**src/rtl/rtc_pkg.sv**
```systemverilog
// Shared types, index map and format helpers for the calendar clock core.
// Assumes an 8-bit index space; the time fields are held internally in binary.
package rtc_pkg;
    localparam int IDX_W = 8;
    localparam logic [7:0] IX_SEC    = 8'd0;
    localparam logic [7:0] IX_MIN    = 8'd1;
    localparam logic [7:0] IX_HOUR   = 8'd2;
    localparam logic [7:0] IX_DOW    = 8'd3;
    localparam logic [7:0] IX_DATE   = 8'd4;
    localparam logic [7:0] IX_MONTH  = 8'd5;
    localparam logic [7:0] IX_YEAR   = 8'd6;
    localparam logic [7:0] IX_AL_SEC = 8'd7;
    localparam logic [7:0] IX_AL_MIN = 8'd8;
    localparam logic [7:0] IX_AL_HR  = 8'd9;
    localparam logic [7:0] IX_RATE   = 8'd10;
    localparam logic [7:0] IX_MODE   = 8'd11;
    localparam logic [7:0] IX_FLAGS  = 8'd12;
    localparam logic [7:0] IX_LOCK   = 8'd13;
    localparam int RAM_BASE  = 14;
    localparam int RAM_SPLIT = 128;
    localparam int RAM_TOP   = 256;

    typedef struct packed {
        logic [6:0] year;
        logic [3:0] month;
        logic [4:0] date;
        logic [2:0] dow;
        logic [4:0] hour;
        logic [5:0] min;
        logic [5:0] sec;
    } cal_t;

    localparam cal_t CAL_RESET = '{year: 7'd0, month: 4'd1, date: 5'd1,
                                   dow: 3'd1, hour: 5'd0, min: 6'd0, sec: 6'd0};

    // Binary 0..99 to packed BCD.
    function automatic logic [7:0] to_bcd(input logic [6:0] v);
        logic [6:0] tens;
        logic [6:0] ones;
        tens = v / 7'd10;
        ones = v - tens * 7'd10;
        return {tens[3:0], ones[3:0]};
    endfunction

    // Packed BCD to binary.
    function automatic logic [6:0] from_bcd(input logic [7:0] b);
        return 7'(b[7:4]) * 7'd10 + 7'(b[3:0]);
    endfunction

    // Length of a month; every fourth year is a leap year.
    function automatic logic [4:0] month_len(input logic [3:0] m, input logic [6:0] y);
        logic [4:0] n;
        case (m)
            4'd2:                     n = (y[1:0] == 2'b00) ? 5'd29 : 5'd28;
            4'd4, 4'd6, 4'd9, 4'd11:  n = 5'd30;
            default:                  n = 5'd31;
        endcase
        return n;
    endfunction
endpackage

```
**src/rtl/rtc_timebase.sv**
```systemverilog
// Prescaler for the calendar clock core.
// Counts tick_en pulses and produces a one-second step and a periodic pulse.
// Assumes tick_en is a single-cycle pulse. While hold is high the prescaler is cleared.
module rtc_timebase #(
    parameter int DIV_BITS = 15
) (
    input  logic       clk,
    input  logic       rst_n,
    input  logic       tick_en,
    input  logic       hold,
    input  logic [3:0] rate,
    output logic       sec_pulse,
    output logic       per_pulse
);
    logic [DIV_BITS-1:0] presc;
    logic [DIV_BITS-1:0] mask;
    logic [4:0]          shamt;
    logic                sec_hit;
    logic                per_hit;

    assign shamt   = 5'(rate) - 5'd1;
    assign sec_hit = &presc;

    // Prescaler counts enabled ticks and is cleared while frozen.
    always_ff @(posedge clk) begin
        if (!rst_n || hold) presc <= '0;
        else if (tick_en)   presc <= presc + 1'b1;
    end

    // Periodic match: the low (rate-1) prescaler bits are all ones.
    always_comb begin
        mask    = '0;
        per_hit = 1'b0;
        if (rate >= 4'd3) begin
            if (int'(shamt) >= DIV_BITS) begin
                per_hit = sec_hit;
            end else begin
                mask    = DIV_BITS'((32'd1 << shamt) - 32'd1);
                per_hit = ((presc & mask) == mask);
            end
        end
    end

    assign sec_pulse = tick_en && !hold && sec_hit;
    assign per_pulse = tick_en && !hold && per_hit;

    assert_hold_clears_R12: assert property (@(posedge clk) disable iff (!rst_n)
        hold |=> (presc == '0));
endmodule

```
**src/rtl/rtc_calendar.sv**
```systemverilog
// Calendar counter with a holding copy for atomic time setting.
// Steps sec..year once per step pulse, applies daylight saving, and loads the
// holding copy when the freeze bit falls. All fields are binary.
module rtc_calendar (
    input  logic              clk,
    input  logic              rst_n,
    input  logic              step,
    input  logic              set_mode,
    input  logic              dse_en,
    input  logic              wr_en,
    input  logic [2:0]        wr_field,
    input  logic [6:0]        wr_val,
    output rtc_pkg::cal_t     live_o,
    output rtc_pkg::cal_t     view_o
);
    import rtc_pkg::*;

    cal_t live, hold, nxt;
    logic set_q, fell_back, fb_set, load, grab;

    assign load = set_q && !set_mode;
    assign grab = set_mode && !set_q;

    // Next-second value with carries, daylight saving and the leap rule.
    always_comb begin
        nxt    = live;
        fb_set = 1'b0;
        if (live.sec != 6'd59) begin
            nxt.sec = live.sec + 6'd1;
        end else begin
            nxt.sec = 6'd0;
            if (live.min != 6'd59) begin
                nxt.min = live.min + 6'd1;
            end else begin
                nxt.min = 6'd0;
                if (dse_en && live.dow == 3'd1 && live.hour == 5'd1 &&
                    live.month == 4'd4 && live.date <= 5'd7) begin
                    nxt.hour = 5'd3;
                end else if (dse_en && live.dow == 3'd1 && live.hour == 5'd1 &&
                             live.month == 4'd10 && live.date >= 5'd25 && !fell_back) begin
                    nxt.hour = 5'd1;
                    fb_set   = 1'b1;
                end else if (live.hour != 5'd23) begin
                    nxt.hour = live.hour + 5'd1;
                end else begin
                    nxt.hour = 5'd0;
                    nxt.dow  = (live.dow == 3'd7) ? 3'd1 : live.dow + 3'd1;
                    if (live.date < month_len(live.month, live.year)) begin
                        nxt.date = live.date + 5'd1;
                    end else begin
                        nxt.date = 5'd1;
                        if (live.month < 4'd12) begin
                            nxt.month = live.month + 4'd1;
                        end else begin
                            nxt.month = 4'd1;
                            nxt.year  = (live.year >= 7'd99) ? 7'd0 : live.year + 7'd1;
                        end
                    end
                end
            end
        end
    end

    // Holding copy: snapshot on freeze entry, then host field writes.
    always_ff @(posedge clk) begin
        if (!rst_n) begin
            hold  <= CAL_RESET;
            set_q <= 1'b0;
        end else begin
            set_q <= set_mode;
            if (grab) begin
                hold <= live;
            end else if (wr_en) begin
                case (wr_field)
                    3'd0:    hold.sec   <= wr_val[5:0];
                    3'd1:    hold.min   <= wr_val[5:0];
                    3'd2:    hold.hour  <= wr_val[4:0];
                    3'd3:    hold.dow   <= wr_val[2:0];
                    3'd4:    hold.date  <= wr_val[4:0];
                    3'd5:    hold.month <= wr_val[3:0];
                    default: hold.year  <= wr_val;
                endcase
            end
        end
    end

    // Running counters: load on freeze exit, otherwise advance once per step.
    always_ff @(posedge clk) begin
        if (!rst_n) begin
            live      <= CAL_RESET;
            fell_back <= 1'b0;
        end else if (load) begin
            live      <= hold;
            fell_back <= 1'b0;
        end else if (step) begin
            live <= nxt;
            if (fb_set)                fell_back <= 1'b1;
            else if (nxt.hour != 5'd1) fell_back <= 1'b0;
        end
    end

    assign live_o = live;
    assign view_o = set_mode ? hold : live;

    assert_sec_wrap_R2: assert property (@(posedge clk) disable iff (!rst_n)
        (step && !load && live.sec == 6'd59) |=> (live.sec == 6'd0));
    assert_date_valid_R3: assert property (@(posedge clk) disable iff (!rst_n)
        (step && !load && live.date >= 5'd1 && live.date <= month_len(live.month, live.year))
        |=> (live.date >= 5'd1 && live.date <= month_len(live.month, live.year)));
    assert_frozen_R12: assert property (@(posedge clk) disable iff (!rst_n)
        set_mode |=> $stable(live));
endmodule

```
**src/rtl/rtc_nvram.sv**
```systemverilog
// Two-bank general-purpose RAM behind the index port, with sticky per-bank locks.
// Assumes the contents survive reset; only the lock bits are reset.
module rtc_nvram #(
    parameter int BASE  = 14,
    parameter int SPLIT = 128,
    parameter int TOP   = 256
) (
    input  logic       clk,
    input  logic       rst_n,
    input  logic [7:0] addr,
    input  logic       we,
    input  logic [7:0] wdata,
    input  logic [1:0] lock_set,
    output logic [7:0] rdata,
    output logic [1:0] lock_o
);
    localparam int DEPTH = TOP - BASE;

    logic [7:0] mem [DEPTH];
    logic [1:0] lock_q;
    logic [7:0] off;
    logic       in_range, upper, blocked;

    assign in_range = (addr >= 8'(BASE));
    assign upper    = (addr >= 8'(SPLIT));
    assign blocked  = upper ? lock_q[1] : lock_q[0];
    assign off      = addr - 8'(BASE);

    // Lock bits only ever set until reset.
    always_ff @(posedge clk) begin
        if (!rst_n) lock_q <= 2'b00;
        else        lock_q <= lock_q | lock_set;
    end

    // Storage write, suppressed for a locked bank.
    always_ff @(posedge clk) begin
        if (we && in_range && !blocked) mem[off] <= wdata;
    end

    assign rdata  = (!in_range || blocked) ? 8'hFF : mem[off];
    assign lock_o = lock_q;

    assert_lock_sticky_R11: assert property (@(posedge clk) disable iff (!rst_n)
        !$fell(lock_q[0]) && !$fell(lock_q[1]));
endmodule

```
**src/rtl/rtc_calendar_core.sv**
```systemverilog
// Top of the calendar clock core: index/data host port, format conversion,
// alarm compare, interrupt flags and the RAM window.
// Assumes one host strobe per cycle. Read data is combinational from the index register.
module rtc_calendar_core #(
    parameter int DIV_BITS = 15
) (
    input  logic       clk,
    input  logic       rst_n,
    input  logic       tick_en,
    input  logic       idx_wr,
    input  logic       dat_wr,
    input  logic       dat_rd,
    input  logic [7:0] bus_wdata,
    output logic [7:0] bus_rdata,
    output logic       irq
);
    import rtc_pkg::*;

    logic [IDX_W-1:0] idx_q;
    logic [7:0] al_sec, al_min, al_hr, mode_q;
    logic [3:0] rate_q;
    logic [2:0] flags_q, flag_set, flag_en;
    logic       step_d, sec_pulse, per_pulse, rd_flags, alarm_hit;
    logic       bin, h24;
    logic [6:0] wr_val;
    logic [7:0] ram_rdata, enc_sec, enc_min, enc_hr;
    logic [1:0] lock_bits, lock_set;
    cal_t       live, view;

    assign bin     = mode_q[2];
    assign h24     = mode_q[1];
    assign flag_en = mode_q[6:4];

    function automatic logic [7:0] enc7(input logic [6:0] v, input logic b);
        return b ? {1'b0, v} : to_bcd(v);
    endfunction

    function automatic logic [6:0] dec7(input logic [7:0] v, input logic b);
        return b ? v[6:0] : from_bcd(v);
    endfunction

    function automatic logic [7:0] enc_hour(input logic [4:0] h, input logic b, input logic t24);
        logic [6:0] v;
        logic [7:0] r;
        logic       pm;
        v  = 7'(h);
        pm = 1'b0;
        if (!t24) begin
            pm = (h >= 5'd12);
            if (h == 5'd0)       v = 7'd12;
            else if (h > 5'd12)  v = 7'(h - 5'd12);
        end
        r    = enc7(v, b);
        r[7] = pm;
        return r;
    endfunction

    function automatic logic [6:0] dec_hour(input logic [7:0] x, input logic b, input logic t24);
        logic [6:0] raw;
        raw = dec7({1'b0, x[6:0]}, b);
        if (!t24) begin
            if (raw == 7'd12) raw = x[7] ? 7'd12 : 7'd0;
            else if (x[7])    raw = raw + 7'd12;
        end
        return raw;
    endfunction

    rtc_timebase #(.DIV_BITS(DIV_BITS)) u_tb (
        .clk(clk), .rst_n(rst_n), .tick_en(tick_en), .hold(mode_q[7]),
        .rate(rate_q), .sec_pulse(sec_pulse), .per_pulse(per_pulse)
    );

    assign wr_val = (idx_q == IX_HOUR) ? dec_hour(bus_wdata, bin, h24) : dec7(bus_wdata, bin);

    rtc_calendar u_cal (
        .clk(clk), .rst_n(rst_n), .step(sec_pulse), .set_mode(mode_q[7]),
        .dse_en(mode_q[0]), .wr_en(dat_wr && idx_q <= IX_YEAR),
        .wr_field(idx_q[2:0]), .wr_val(wr_val), .live_o(live), .view_o(view)
    );

    assign lock_set = (dat_wr && idx_q == IX_LOCK) ? bus_wdata[1:0] : 2'b00;

    rtc_nvram #(.BASE(RAM_BASE), .SPLIT(RAM_SPLIT), .TOP(RAM_TOP)) u_ram (
        .clk(clk), .rst_n(rst_n), .addr(idx_q),
        .we(dat_wr && idx_q >= 8'(RAM_BASE)), .wdata(bus_wdata),
        .lock_set(lock_set), .rdata(ram_rdata), .lock_o(lock_bits)
    );

    // Alarm compare on the encoded current time, bits 7:6 = 11 is a wildcard.
    assign enc_sec   = enc7(7'(live.sec), bin);
    assign enc_min   = enc7(7'(live.min), bin);
    assign enc_hr    = enc_hour(live.hour, bin, h24);
    assign alarm_hit = (al_sec[7:6] == 2'b11 || al_sec == enc_sec) &&
                       (al_min[7:6] == 2'b11 || al_min == enc_min) &&
                       (al_hr[7:6]  == 2'b11 || al_hr  == enc_hr);

    assign rd_flags = dat_rd && (idx_q == IX_FLAGS);
    assign flag_set = {per_pulse, step_d && alarm_hit, step_d};
    assign irq      = |(flags_q & flag_en);

    // Host-visible control registers and the index register.
    always_ff @(posedge clk) begin
        if (!rst_n) begin
            idx_q  <= '0;
            al_sec <= 8'h00;
            al_min <= 8'h00;
            al_hr  <= 8'h00;
            rate_q <= 4'd0;
            mode_q <= 8'h02;
        end else begin
            if (idx_wr) idx_q <= bus_wdata;
            if (dat_wr) begin
                case (idx_q)
                    IX_AL_SEC: al_sec <= bus_wdata;
                    IX_AL_MIN: al_min <= bus_wdata;
                    IX_AL_HR:  al_hr  <= bus_wdata;
                    IX_RATE:   rate_q <= bus_wdata[3:0];
                    IX_MODE:   mode_q <= bus_wdata;
                    default:   ;
                endcase
            end
        end
    end

    // Event flags: a new event wins over a clearing read in the same cycle.
    always_ff @(posedge clk) begin
        if (!rst_n) begin
            flags_q <= 3'b000;
            step_d  <= 1'b0;
        end else begin
            step_d  <= sec_pulse;
            flags_q <= (rd_flags ? 3'b000 : flags_q) | flag_set;
        end
    end

    // Read multiplexer on the index register.
    always_comb begin
        case (idx_q)
            IX_SEC:    bus_rdata = enc7(7'(view.sec), bin);
            IX_MIN:    bus_rdata = enc7(7'(view.min), bin);
            IX_HOUR:   bus_rdata = enc_hour(view.hour, bin, h24);
            IX_DOW:    bus_rdata = enc7(7'(view.dow), bin);
            IX_DATE:   bus_rdata = enc7(7'(view.date), bin);
            IX_MONTH:  bus_rdata = enc7(7'(view.month), bin);
            IX_YEAR:   bus_rdata = enc7(view.year, bin);
            IX_AL_SEC: bus_rdata = al_sec;
            IX_AL_MIN: bus_rdata = al_min;
            IX_AL_HR:  bus_rdata = al_hr;
            IX_RATE:   bus_rdata = {4'b0000, rate_q};
            IX_MODE:   bus_rdata = mode_q;
            IX_FLAGS:  bus_rdata = {irq, flags_q, 4'b0000};
            IX_LOCK:   bus_rdata = {6'b000000, lock_bits};
            default:   bus_rdata = ram_rdata;
        endcase
    end

    assert_flags_clear_R8: assert property (@(posedge clk) disable iff (!rst_n)
        (rd_flags && flag_set == 3'b000) |=> (flags_q == 3'b000));
    assert_flag_sticky_R8: assert property (@(posedge clk) disable iff (!rst_n)
        (!rd_flags && flags_q[1]) |=> flags_q[1]);
    assert_mode_hold_R4: assert property (@(posedge clk) disable iff (!rst_n)
        !(dat_wr && idx_q == IX_MODE) |=> $stable(mode_q));
endmodule

```
**config.mk**
```make
export PLATFORM = sky130hd
export DESIGN_NAME = rtc_calendar_core
export DESIGN_NICKNAME = d
export VERILOG_FILES = /design/src/rtl/rtc_pkg.sv /design/src/rtl/rtc_timebase.sv /design/src/rtl/rtc_calendar.sv /design/src/rtl/rtc_nvram.sv /design/src/rtl/rtc_calendar_core.sv
export SDC_FILE = /design/constraint.sdc
export NUM_CORES = 2
export LEC_CHECK = 0
export BUFFER_PORTS_ARGS = -buffer_cell sky130_fd_sc_hd__buf_2
export CELL_PAD_IN_SITES_DETAIL_PLACEMENT = 0
export CELL_PAD_IN_SITES_GLOBAL_PLACEMENT = 1
export CORE_ASPECT_RATIO = 0.7
export CORE_MARGIN = 10
export CORE_UTILIZATION = 60
export CTS_CLUSTER_SIZE = 14
export DETAILED_ROUTE_END_ITERATION = 12
export GPL_TIMING_DRIVEN = 0
export PLACE_DENSITY = 0.93
export RECOVER_POWER = 25
export SLEW_MARGIN = 20
export SYNTH_ARGS = -nofsm -noshare
export SYNTH_HDL_FRONTEND = slang
export SYNTH_SLANG_ARGS = --single-unit
```
**constraint.sdc**
```tcl
create_clock -name clk -period 8.2 [get_ports clk]
set_input_delay 0.82 -clock clk [delete_from_list [all_inputs] [get_ports clk]]
set_output_delay 0.82 -clock clk [all_outputs]
set_load 0.02 [all_outputs]
```
# --- Word-level counts from Yosys, hierarchy flattened ---
# Memories as Yosys holds them, arrays and structs flattened.
# Cells that the tools add are included.
totals:
  reg_bits: 139
  out_inout_bits: 9
  mem_count: 1
  wordCells: 286
  mem_bits_rw: 1936
  in_bits: 14
mem_list:
  columns: ["memory", "words", "width", "rd", "rd_ports_with_merged_regs", "wr", "line", "source"]
  rows:
  - ["u_ram.mem", 242, 8, 1, 0, 1, "rtc_nvram.sv:19", "logic [7:0] mem [DEPTH];"]
op_classes:
  n_bitwise: 5
  mul: 12
  div_mod_pow: 10
  muxes: 76
  eq_ne: 47
  order_cmp: 14
  n_addsub: 26
  n_shift: 1
  reduce_logical: 68
ops:
  columns: ["cell", "n"]
  rows:
  - ["$mux W36", 5]
  - ["$mux W7", 18]
  - ["$pmux W8 S14", 1]
  - ["$mux W8", 9]
  - ["$mul A7 B3 Y3 const B", 10]
  - ["$mux W19", 3]
  - ["$mux W5", 11]
  - ["$eq A8 B4 Y1 const B", 6]
  - ["$sub A4 B4 Y4", 9]
  - ["$eq A8 B3 Y1 const B", 4]
  - ["$mux W30", 1]
  - ["$div A6 B4 Y7 const B", 4]
  - ["$reduce_and A2 Y1", 14]
  - ["$eq A8 B8 Y1", 3]
  - ["$mux W24", 1]
  - ["$mux W6", 4]
  - ["$div A7 B4 Y7 const B", 3]
  - ["$logic_and A1 B1 Y1", 21]
  - ["$reduce_bool A2 Y1", 9]
  - ["$eq A8 B2 Y1 const B", 2]
  - ["$ne A2 B1 Y1 const B", 8]
  - ["$add A15 B1 Y15 const B", 1]
  - ["$and A15 B15 Y15", 1]
  - ["$eq A15 B15 Y1", 1]
  - ["66 further kinds", 110]

# --- Depth between registers and ports, before layout ---
logic_depth:
  depth_word: 20
  depth_mapped: 28
  ltp_nobuf: 26

# --- Cells and area by module ---
# A second synthesis with hierarchy kept.
hier_totals:
  hier_cells: 4991
  area_unflattened_um2: 87508.9
modules_own_cells:
  columns: ["module", "seq_area_each_um2", "area_per_inst_um2", "cells_each", "instances"]
  rows:
  - ["rtc_nvram", 58175.8, 75399.8, 3398, 1]
  - ["rtc_calendar_core", 960.9, 5909.4, 800, 1]
  - ["rtc_calendar", 1481.4, 4795.8, 596, 1]
  - ["rtc_timebase", 300.3, 1403.8, 197, 1]

# --- Worst setup path after synthesis ---
# Ideal clock, no wire load.
synth_path:
  path_kind: "register to output"
  start: "register mode_q[7]"
  end: "output port bus_rdata[3]"
  arrival_time_ns: 5.228
  required_time_ns: 7.380
  path_stages_with_launch: 24
  setup_slack_ns: 2.152
  path_buffers: 2
  cell_sequence: "dfxtp_1 -> buf_2 -> buf_6 -> mux2i_1 -> nor3_1 -> nor3_1 -> a21o_1 -> ha_1 -> or4bb_1 -> a311oi_1 -> o21ai_1 -> nand3_1 -> inv_1 -> ha_1 -> a221o_1 -> o221ai_2 -> ha_1 -> inv_1 -> fa_1 -> xor2_1 -> xor2_1 -> mux2i_1 -> a21oi_1 -> a31oi_1"
synth_via:
  elab_chain_len: 11
  elab_cells_between_ends: 37
  cone_classes: "8 x add/sub; 7 x mul; 7 x div; 1 x order compare; 13 x mux; 1 x reduce/logical"
synth_rtl:
  columns: ["element", "line", "source"]
  rows:
  - ["from (decl)", "rtc_calendar_core.sv:20", "logic [7:0] al_sec, al_min, al_hr, mode_q;"]
  - ["from (signal assigned)", "rtc_calendar_core.sv:118", "IX_MODE: mode_q <= bus_wdata;"]
  - ["$mux W36 (*)", "rtc_calendar.sv:103", "assign view_o = set_mode ? hold : live;"]
  - ["$sub A5 B4 Y6 / $gt A5 B4 Y1 (equally long branches)", "rtc_calendar_core.sv:51", "else if (h > 5'd12) v = 7'(h - 5'd12);"]
  - ["$mux W7", "rtc_calendar_core.sv:51", null]
  - ["$mux W7", "rtc_calendar_core.sv:50", "if (h == 5'd0) v = 7'd12;"]
  - ["$mux W7", "rtc_calendar_core.sv:48", "if (!t24) begin"]
  - ["$mux W7", "rtc_calendar_core.sv:138", "case (idx_q)"]
  - ["$div A7 B4 Y7", "rtc_pkg.sv:40", "tens = v / 7'd10;"]
  - ["$mul A7 B3 Y3", "rtc_pkg.sv:41", "ones = v - tens * 7'd10;"]
  - ["$sub A4 B4 Y4", "rtc_pkg.sv:41", null]
  - ["$mux W7", "rtc_calendar_core.sv:35", "return b ? {1'b0, v} : to_bcd(v);"]
  - ["$pmux W8 S14 (*)", "rtc_calendar_core.sv:138", null]
  - ["to (decl)", "rtc_calendar_core.sv:14", "output logic [7:0] bus_rdata,"]
# Mark *: on every way between the ends. The rest lies on a longest branch, timed or not. The select of a mux whose other input is x is not followed.

# --- Worst setup path after layout ---
layout_path:
  start: "register idx_q[1]"
  end: "output port bus_rdata[0]"
layout_via:
  elab_chain_len: 5
  elab_cells_between_ends: 23
  cone_classes: "1 x add/sub; 2 x order compare; 13 x eq/ne; 3 x mux; 3 x reduce/logical; 1 x memory"
layout_rtl:
  columns: ["element", "line", "source"]
  rows:
  - ["from (decl)", "rtc_calendar_core.sv:19", "logic [IDX_W-1:0] idx_q;"]
  - ["from (signal assigned)", "rtc_calendar_core.sv:111", "if (idx_wr) idx_q <= bus_wdata;"]
  - ["parallel branches: the longest is 4 deep, another holds $sub A8 B4 Y8", null, null]
  - ["$pmux W8 S14 (*)", "rtc_calendar_core.sv:138", null]
# Mark *: on every way between the ends.

==> impl_results.md <==
* Crit-path most repeated cell: buf_2
* Final #Nets at 5,168
* Worst path slowest cell: a211oi_1
* Drt wl/cell at a little over 40 um
* Worst setup margin at -0.262 ns
* Global-route wire length before repair at between 400 and 500 mm
* Total congestion overflow at 0
* Worst-Margin Slew at 6.40 ns
* Final Skew at 0.0564 ns
* Die height at 339 um
* Worst path max stage delay at 0.78 ns
* Hold path endpoint: u_ram.mem[20][0]
* Drt drc at 0
* Critical Path Source Type: flop
* Worst skew pair latency at 0.86 ns
* Internal power at 16.4 mW
* CTS tree: yes
* Standard-cell rows at approximately 120
* Psw at 5.28 mW
* Critical Path AT at 7.64 ns
* Worst-path clk slew at 0.07 ns
* Port Buffers at 19
* Mapped Cells at 4,848
* Commonest non-fill, non-tap cells in the layout: edfxtp_1 (1,936), mux4_2 (607), nor2_1 (427), nand2_1 (279), clkbuf_1 (198)
* Fin. max-slew vios at roughly 650
* CTS H-tree lvls at 4
* Syn_nets at 4,948
* #FFs+latches synth at 2,075
* Combinational fraction of design power at 0.082
* R2r startpoint: idx_q[1]
* Max cap viols at 6
* GP Congestion at 1.02
* Vias/cell at 7.72
* Worst setup EP type: output pin
* Endpoints failing hold at 0
* R2r endpoint: u_ram.mem[126][1]
* Initial Util at 0.607
* Power density cells at ~230 nW/um^2
* Share of flip-flops with an asynchronous set or reset at 0
* # clock sinks at about 2,100
* Upper clock frequency limit at 118 MHz
* Via count at 54,798
* Sequential fraction of the synthesis area at 0.699
* Syn. warnings at 0
* Syn_area_per_cell at 18.0 um^2
* CP Max Fanout at 10
* Final antenna-violating net count at 0
* Run status: finished, violations left
* Path category of the worst min-delay check: in2reg
* Root buf cell: clkbuf_16
* Rel. slew slack at -3.27
* Placement Setup Slack at around 0.28 ns
* Fraction of final layout cells with drive strength greater than 1 at 0.207
* Critical path type: reg2out
* Die area at 161,000 um^2
* Worst path cell trace: buf_2, buf_2, buf_2, inv_1, ha_1, buf_2, buf_1, clkbuf_2, clkbuf_2, buf_16, mux4_2, nand2_1, a31oi_1, a211oi_1, nor3_2, buf_2
* Vias in the first global route at 51,140
* Die W at roughly 480 um
* Detailed Routing Iterations Pass 1 at 9
* Total GRT Usage at 0.360
* Net Sw Frac at 0.244
* TritonCTS buffer count at 182
* Failing checks: capacitance limit, slew limit, setup timing
* R2R depth at 14
* IO Pins at 23
* Starting DRT DRC Count at ~11,000
* Finish-stage setup viols at 7
* RSZ-0062 raised after global routing: yes
* Seq pwr share at 0.535
* Leak at approximately 29 nW
* Synth unique cells at 96
* Core ar. at 144,000 um^2
* Clock group share of total power at 0.382
* Number of enable flip-flop cells after synthesis at 1,936
* WP data required at 7.38 ns
* Final WL at 294 mm
* VDD IR max at roughly 0.25 mV
* Largest net degree at the start of global routing at between 100 and 150
* CTS Hold Bufs at 0
* Worst R2R Setup Slack at 0.16 ns
* Tmin final at 8.46 ns
* Period utilization at 1.03
* Setup_tns at -0.988 ns
* Commonest non-fill, non-tap cell in the layout: edfxtp_1
* Area Growth Syn to Fin at 9.70%
* CTS max path bufs at 3
* Min-Delay Path Depth at 1
* Mapped Area at approximately 87,000 um^2
* Post-detail-place hpwl at 187 mm
* Initial antenna violation count at 24
* Top FF cell, synth: edfxtp_1
* Hold path start: bus_wdata[0]
cell usage after synthesis (60+ instances only):
library cell | n | area [um^2]
a21oi_1 | 119 | 596
edfxtp_1 | 1936 | 58100
mux2i_1 | 100 | 1000
nand2_1 | 279 | 1050
ha_1 | 76 | 951
dfxtp_1 | 139 | 2780
clkbuf_1 | 163 | 612
o21ai_0 | 86 | 430
nor2_1 | 442 | 1660
nand3_1 | 76 | 380
mux4_2 | 607 | 13700
buf_2 | 82 | 410
inv_1 | 60 | 225
per-stage QoR:
stage	total power [mW]	utilization	hold WS (ns)	cells	instance area (um^2)
6_report	21.7	0.666	0.366	7100	95600
3_3_place_gp	13.4	0.624	0.474	6755	89600
3_5_place_dp	13.5	0.628	0.481	6770	90200
5_1_grt	21.9	0.665	0.400	7088	95600
4_1_cts	21.5	0.666	0.185	7086	95700
2_1_floorplan	12.6	-	0.433	4848	87200
worst max-delay path, delay by kind of cell (launching register included):
family	cells	cell delay, ns
compound gates	2	0.88
fa+ha+maj	1	0.33
buf+inv	10	4.27
flops	1	0.40
mux	1	0.48
simple gates	2	0.40
power by group through the flow:
stage | Combinational [mW] | Sequential [mW] | Clock (mW)
floorplan | 0.827 | 11.8 | 0
global placement | 1.56 | 11.9 | 0
detailed placement | 1.64 | 11.8 | 0
CTS | 1.67 | 11.6 | 8.20
global route | 1.77 | 11.6 | 8.55
finish | 1.78 | 11.6 | 8.29
cells by family (layout without fill, tap and decap cells):
family | after synthesis | after routing | synth area share
flops | 2075 | 2075 | 0.699
other cells | 0 | 13 | 0
simple gates | 997 | 997 | 0.0506
mux | 723 | 723 | 0.170
compound gates | 538 | 538 | 0.0418
fa+ha+maj | 86 | 86 | 0.0132
xor+xnor | 70 | 70 | 0.00712
buf+inv | 359 | 710 | 0.0183
worst max path at each step:
| stage | start | endpoint |
|---|---|---|
| after floorplan | mode_q[7] | bus_rdata[3] |
| after global placement | idx_q[1] | u_ram.mem[62][5] |
| after detailed placement | mode_q[7] | bus_rdata[2] |
| after CTS | mode_q[7] | bus_rdata[3] |
| after global routing | mode_q[7] | bus_rdata[3] |
| final | idx_q[1] | bus_rdata[0] |
routing by layer:
metal  vias to the layer above  track usage  share of wire
met1                     27385        0.491           0.34
li1                      20007            -              -
met5                         -       0.0140         0.0023
met4                        56        0.166          0.058
met3                      1189        0.184           0.19
met2                      6161        0.478           0.41
sequential cells by signal (all words and copies together), names as in the netlist, 8 cells and up:
register and count:
u_ram.mem 1936, u_cal.hold 36, u_cal.live_o 36, u_tb.presc 15, al_hr 8, al_min 8
al_sec 8, idx_q 8, mode_q 8
layout make-up:
type | count | area, um^2
antenna | 13 | 32.5
buffer | 296 | 1400
clock buffer | 236 | 4840
clock inverter | 79 | 589
fill | 9003 | 48000
inverter | 63 | 236
multi-input combinational | 2414 | 24800
sequential | 2075 | 60900
tap | 1888 | 2360
timing repair buffer | 36 | 444
timing repair:
item	CTS	global route
buffers inserted	1	0
gates resized for setup	9	11
gates cloned	0	0
endpoints found under the setup margin	5	4
Power figures use the tool's default switching activity.
